`src/rtl/ptsum_pkg.sv`:
```
package ptsum_pkg;
  localparam int PT_COUNT = 5;
  localparam int PT_IDX_W = 3;

  typedef enum logic [1:0] {
    XOR_ZERO = 2'b00,
    XOR_ONE  = 2'b01,
    XOR_TERM = 2'b10,
    XOR_RSVD = 2'b11
  } xorMode_e;

  // strobes from the decode logic to the term datapath
  typedef struct packed {
    logic [PT_COUNT-1:0] sumEn;
    logic [PT_COUNT-1:0] ctrlEn;
    logic [PT_COUNT-1:0] xorPick;
    logic [PT_COUNT-1:0] foldPick;
    logic                xorConstHi;
    logic                xorUseTerm;
  } cellStrobes_t;
endpackage

```
`src/rtl/ptsum_ctrl.sv`:
```
module ptsum_ctrl
  import ptsum_pkg::*;
(
  input  logic [PT_COUNT-1:0] routeCfg,
  input  logic [1:0]          xorMode,
  input  logic [PT_IDX_W-1:0] xorIdx,
  input  logic [PT_IDX_W-1:0] foldIdx,
  output cellStrobes_t        strobes
);
  xorMode_e modeDec;

  always_comb begin
    modeDec = xorMode_e'(xorMode);
    strobes.sumEn  = ~routeCfg;
    strobes.ctrlEn = routeCfg;
    strobes.xorConstHi = (modeDec == XOR_ONE);
    strobes.xorUseTerm = (modeDec == XOR_TERM);
  end

  genvar g;
  generate
    for (g = 0; g < PT_COUNT; g++) begin : gPick
      assign strobes.xorPick[g]  = (xorIdx  == PT_IDX_W'(g));
      assign strobes.foldPick[g] = (foldIdx == PT_IDX_W'(g));
    end
  endgenerate
endmodule

```
`src/rtl/ptsum_datapath.sv`:
```
module ptsum_datapath
  import ptsum_pkg::*;
#(
  parameter int NUM_IN = 8,
  localparam int CFG_W = PT_COUNT * NUM_IN * 2
) (
  input  logic [NUM_IN-1:0]   sigIn,
  input  logic [CFG_W-1:0]    termCfg,
  input  cellStrobes_t        strobes,
  input  logic                casIn,
  output logic                casOut,
  output logic                cellOut,
  output logic [PT_COUNT-1:0] ctrlOut,
  output logic                foldOut
);
  logic [PT_COUNT-1:0] termVal;
  logic xorOperand;

  genvar t;
  generate
    for (t = 0; t < PT_COUNT; t++) begin : gTerm
      logic [NUM_IN-1:0] litOk;
      genvar i;
      for (i = 0; i < NUM_IN; i++) begin : gLit
        logic [1:0] code;
        assign code = termCfg[(t*NUM_IN+i)*2 +: 2];
        assign litOk[i] = (~code[0] | sigIn[i]) & (~code[1] | ~sigIn[i]);
      end
      assign termVal[t] = &litOk;
    end
  endgenerate

  always_comb begin
    casOut = casIn | (|(termVal & strobes.sumEn));
    ctrlOut = termVal & strobes.ctrlEn;
    xorOperand = strobes.xorConstHi |
                 (strobes.xorUseTerm & (|(termVal & strobes.xorPick)));
    cellOut = casOut ^ xorOperand;
    foldOut = ~(|(termVal & strobes.foldPick));
  end
endmodule

```
`src/rtl/ptsum_cell.sv`:
```
module ptsum_cell
  import ptsum_pkg::*;
#(
  parameter int NUM_IN = 8,
  localparam int CFG_W = PT_COUNT * NUM_IN * 2
) (
  input  logic [NUM_IN-1:0]   sigIn,
  input  logic [CFG_W-1:0]    termCfg,
  input  logic [PT_COUNT-1:0] routeCfg,
  input  logic [1:0]          xorMode,
  input  logic [PT_IDX_W-1:0] xorIdx,
  input  logic [PT_IDX_W-1:0] foldIdx,
  input  logic                casIn,
  output logic                casOut,
  output logic                cellOut,
  output logic [PT_COUNT-1:0] ctrlOut,
  output logic                foldOut
);
  cellStrobes_t strobes;

  ptsum_ctrl u_ctrl (
    .routeCfg(routeCfg), .xorMode(xorMode), .xorIdx(xorIdx),
    .foldIdx(foldIdx), .strobes(strobes)
  );

  ptsum_datapath #(.NUM_IN(NUM_IN)) u_dp (
    .sigIn(sigIn), .termCfg(termCfg), .strobes(strobes), .casIn(casIn),
    .casOut(casOut), .cellOut(cellOut), .ctrlOut(ctrlOut), .foldOut(foldOut)
  );
endmodule

```
`config.mk`:
```
export PLATFORM = sky130hd
export DESIGN_NAME = ptsum_cell
export DESIGN_NICKNAME = d
export VERILOG_FILES = /design/src/rtl/ptsum_pkg.sv /design/src/rtl/ptsum_ctrl.sv /design/src/rtl/ptsum_datapath.sv /design/src/rtl/ptsum_cell.sv
export SDC_FILE = /design/constraint.sdc
export NUM_CORES = 1
export LEC_CHECK = 0
export BUFFER_PORTS_ARGS = -buffer_cell sky130_fd_sc_hd__buf_2
export CORE_MARGIN = 2
export CORE_UTILIZATION = 29
export DETAILED_ROUTE_END_ITERATION = 10
export PLACE_DENSITY = 0.81
export SETUP_SLACK_MARGIN = 0.02
export SKIP_LAST_GASP = 1
export SLEW_MARGIN = 15
export SYNTH_ARGS = -nofsm -noshare
export SYNTH_HDL_FRONTEND = slang
export SYNTH_SLANG_ARGS = --single-unit
```
`constraint.sdc`:
```
create_clock -name vclk -period 1.78
set_input_delay 0.356 -clock vclk [all_inputs]
set_output_delay 0.356 -clock vclk [all_outputs]
set_load 0.1 [all_outputs]
```
; ---- After elaboration in Yosys (flattened, before gate mapping)
; Cells that the tools add are included.
[classes]
add_sub_neg = 0
multipliers = 0
n_div = 0
magnitude_cmp = 0
n_eq_ne = 10
n_shift = 0
muxes = 0
n_bitwise = 218
reduce_logical = 10
[ops]
columns = operator, n
row1 = NOT 1 bit, 89
row2 = OR 1 bit, 82
row3 = bitwise AND 1 bit, 41
row4 = AND reduction 8 bit, 5
row5 = bitwise AND 5 bit, 4
row6 = OR reduction 5 bit, 3
row7 = equality test 3 x 2 -> 1 bit (second input constant), 4
row8 = equality test 3 x 1 -> 1 bit (second input constant), 2
row9 = equality test 3 bit (second input constant), 2
row10 = logical NOT 3 bit, 2
row11 = NOT 5 bit, 1
row12 = equality test 2 x 1 -> 1 bit (second input constant), 1
row13 = equality test 2 bit (second input constant), 1
row14 = bitwise XOR 1 bit, 1
[word_totals]
regBits = 0
latch_bits = 0
ram_bits = 0
romBits = 0
memories = 0

; ---- Logic depth before layout (Yosys ltp)
[logic_depth]
depth_word = 9
depth_mapped = 7
depth_no_buf = 6

; ---- Hierarchy
; A second synthesis with hierarchy kept.
[hier_totals]
cells_unflattened = 105
area_unflattened_um2 = 869.6
[by_module_without_submodules]
columns = module, instances, cells_per_inst, area_per_inst_um2
row1 = ptsum_datapath, 1, 83, 725.7
row2 = ptsum_ctrl, 1, 22, 143.9

; ---- Worst setup path before layout
; Ideal clock, no wire load.
[synth_path]
path_type = input to output
from = in sigIn[4]
to = out cellOut
arrival_time_ns = 3.113
t_required_ns = 1.424
path_slack_ns = -1.689
cell_stages = 7
path_buffers = 1
cell_sequence = buf_2 -> mux2i_1 -> nand4_1 -> nor3_1 -> a21oi_1 -> nand3_2 -> xor2_1
[synth_via]
elab_cells_between_ends = 29
classes_between = bitwise (22) / reduce/logical (7)
[synth_rtl]
columns = item, line_no
row1 = start: declaration, ptsum_cell.sv:7  ; input logic [NUM_IN-1:0] sigIn,
row2 = NOT 1 bit, ptsum_datapath.sv:27  ; assign litOk[i] = (~code[0] | sigIn[i]) & (~code[1] | ~sigIn[i]);
row3 = OR 1 bit, ptsum_datapath.sv:27
row4 = bitwise AND 1 bit, ptsum_datapath.sv:27
row5 = AND reduction 8 bit, ptsum_datapath.sv:29  ; assign termVal[t] = &litOk;
row6 = bitwise AND 5 bit (*), ptsum_datapath.sv:34  ; casOut = casIn | (|(termVal & strobes.sumEn));
row7 = OR reduction 5 bit (*), ptsum_datapath.sv:34
row8 = OR 1 bit (*), ptsum_datapath.sv:34
row9 = named net casOut, ptsum_cell.sv:14  ; output logic casOut,
row10 = bitwise XOR 1 bit (*), ptsum_datapath.sv:38  ; cellOut = casOut ^ xorOperand;
row11 = end: declaration, ptsum_cell.sv:15  ; output logic cellOut,
; The timed path passes the listed nets; every way through them passes the cells marked *.

; ---- Worst setup path in the final report
[layout_path]
from = in sigIn[7]
to = out cellOut
[layout_via]
elab_chain_len = 9
elab_cells_between_ends = 29
classes_between = bitwise (22) / reduce/logical (7)
[layout_lines]
columns = item, line_no
row1 = NOT 1 bit, ptsum_datapath.sv:27
row2 = OR 1 bit, ptsum_datapath.sv:27
row3 = bitwise AND 1 bit, ptsum_datapath.sv:27
row4 = AND reduction 8 bit, ptsum_datapath.sv:29
row5 = bitwise AND 5 bit, ptsum_datapath.sv:37  ; (strobes.xorUseTerm & (|(termVal & strobes.xorPick)));
row6 = OR reduction 5 bit, ptsum_datapath.sv:37
row7 = bitwise AND 1 bit, ptsum_datapath.sv:37
row8 = OR 1 bit, ptsum_datapath.sv:36  ; xorOperand = strobes.xorConstHi |
row9 = bitwise XOR 1 bit (*), ptsum_datapath.sv:38
; Every way passes the cells marked *; elsewhere a longest branch is shown, timed or not.

==> summary.md <==
| Metric | Value |
|---|---|
| Hold WS | `1.06 ns` |
| Layout cells sized above 1 | `71.4%` |
| Area grow syn2layout | `151%` |
| PwrDens | `215 nW/um^2` |
| Critical path's slowest cell | `nor4_4` |
| Fin Setup TNS | `-2.05 ns` |
| Port bufs | `110` |
| Nets | `338` |
| Slowest stage delay, CP | `0.36 ns` |
| Fin util | `77.9%` |
| FP Rows | `18` |
| Gr usage total | `25.4%` |
| Library cells used by synthesis | `21` |
| Syn Nets | `204` |
| Core area | `2500 um^2` |
| CP Buf/Inv Count | `2` |
| Leakage | `1.04 nW` |
| Final number of max-transition violations | `0` |
| Gr ovfl total | `0` |
| Crit path cell chain | `buf_8, mux2i_1, nand2_2, nor4_4, a21oi_2, o211ai_2, xor2_4, buf_12` |
| Failing checks | `setup timing` |
| Relative slew margins | `80.0%` |
| Cell family with most CP delay | `simple AND/OR/NAND/NOR gates` |
| DR DRC count | `0` |
| FF+latch count | `0` |
| Seq/Total Area, Yosys | `0%` |
| Full die area | `3100 um^2` |
| Status | `finished, violations left` |
| Hold buffers post-CTS | `0` |
| CP max FO | `4` |
| Setup violators final | `8` |
| Initial DRC count | `42` |
| Main area contributors after synthesis | `mux2i_1 52%, nor3_1 8.4%, nand4_1 6.5%, buf_6 5.8%, nor4_4 2.7%` |
| Final Hold Vio Count | `0` |
| Avg Inst Size Synth | `7.59 um^2` |
| Register Area | `0 um^2` |
| Tightest Hold Check Type | `input port to output pin` |
| Area leader, netlist | `mux2i_1` |
| Final WS setup | `-0.451 ns` |
| Maximum clock frequency | `448 MHz` |
| DRT Wirelength | `4430 um` |
| DR vias | `1340` |
| First-pass GRT wire length | `6380 um` |
| Worst Tran Pin Value | `0.298 ns` |
| Critical path startpoint category | `input port` |
| DR vias/cell | `5.08` |
| Pre-CTS setup slack | `-0.540 ns` |
| Maxcap violations | `0` |
| Num ports | `110` |
| Routed Antenna Nets | `0` |
| VDD IR-drop max | `209 uV` |
| Vias in the first global route | `1390` |
| Syn Inst Count | `102` |
| Final Wtd Congestion | `0.863` |
| Worst Setup End Kind | `output pin` |
| Pin count of the biggest net entering global routing | `6` |
| Ant. Diodes | `0` |
| Clkbuf count | `0` |
| WP data arrival | `1.88 ns` |
| Tmin final | `2.23 ns` |
| TritonRoute pass-1 iters | `4` |
| Unrepaired setup endpoints after global routing | `true` |
| Chip Height | `55.7 um` |
| Mapped Area | `774 um^2` |
| Required time worst endpoint | `1.42 ns` |
| WS Path Type | `input port to output pin` |
| DP HPWL | `3250 um` |
| Area share of the largest cell type after synthesis | `51.7%` |
| Synth Warn # | `0` |
| Initial antenna violation count | `0` |
| Initial cell density of the core | `31.0%` |
| DIE WIDTH | `55.7 um` |
| Crit share post-route | `125%` |
| Post-DR wirelength/cell | `16.8 um` |
[area by class of cell]
class                      instances  area [um^2]
multi-input combinational         89          855
fill                             179          553
tap                               30         37.5
inverter                           5         18.8
timing repair buffer             140         1040
[final timing paths]
check	to	depth (start not counted)	start	slack (ns)
max	cellOut	8	sigIn[7]	-0.45
min	foldOut	3	foldIdx[1]	1.06
[repair_timing]
item	CTS	global route
endpoints found under the setup margin	8	8
buffers inserted	8	6
cloned	0	0
resized for setup	41	21
pin swaps	19	16
[metrics by stage]
stage | total power, mW | area, um^2 | std cells
floorplan | 0.179 | 903 | 102
global placement | 0.333 | 1640 | 254
detailed placement | 0.342 | 1640 | 254
CTS | 0.382 | 1830 | 260
global route | 0.441 | 1950 | 264
finish | 0.419 | 1950 | 264
[cell usage after synthesis (4+ instances only)]
library cell  instances
o21ai_0               4
nor2_1                4
nand2_1               5
buf_6                 4
mux2i_1              40
nand4_1               8
nor3_1               13
inv_1                 5
buf_2                 4
a21oi_1               4
[per-layer routing]
layer	routed length [um]	track usage [%]	vias to the layer above
li1	-	-	649
met1	1650	27.4	609
met2	2450	48.6	76
met3	283	5.58	6
met4	51	7.32	0
met5	0	0	-
[report_power, final]
part	total, mW	internal, mW	leakage, nW	switching (mW)
Combinational	0.419	0.230	1.04	0.190
Clock	0	0	0	0
Sequential	0	0	0	0
Total	0.419	0.230	1.04	0.190
[layout by cell type, fill, tap and decap left out, types with 2 or more instances in the layout]
cell type	n
buf_8	5
nor2_1	2
buf_6	12
nor3_2	2
nand2_2	2
nor3_1	6
inv_1	5
and2_4	2
a21oi_2	2
nand2_1	3
o21ai_2	2
buf_2	94
mux2i_2	3
nor2_2	2
buf_12	11
nor3_4	5
mux2i_1	36
buf_4	18
a21oi_1	2
nand4_1	8
[kinds of logic after synthesis]
group | count (synthesis) | share of synthesized area, %
AO/OA/AOI/OAI | 11 | 8.72
XOR/XNOR | 1 | 1.13
buffers and inverters | 13 | 10.8
multiplexers | 40 | 51.7
AND/OR/NAND/NOR | 37 | 27.6
No activity file was read; power rests on OpenSTA's default activity.
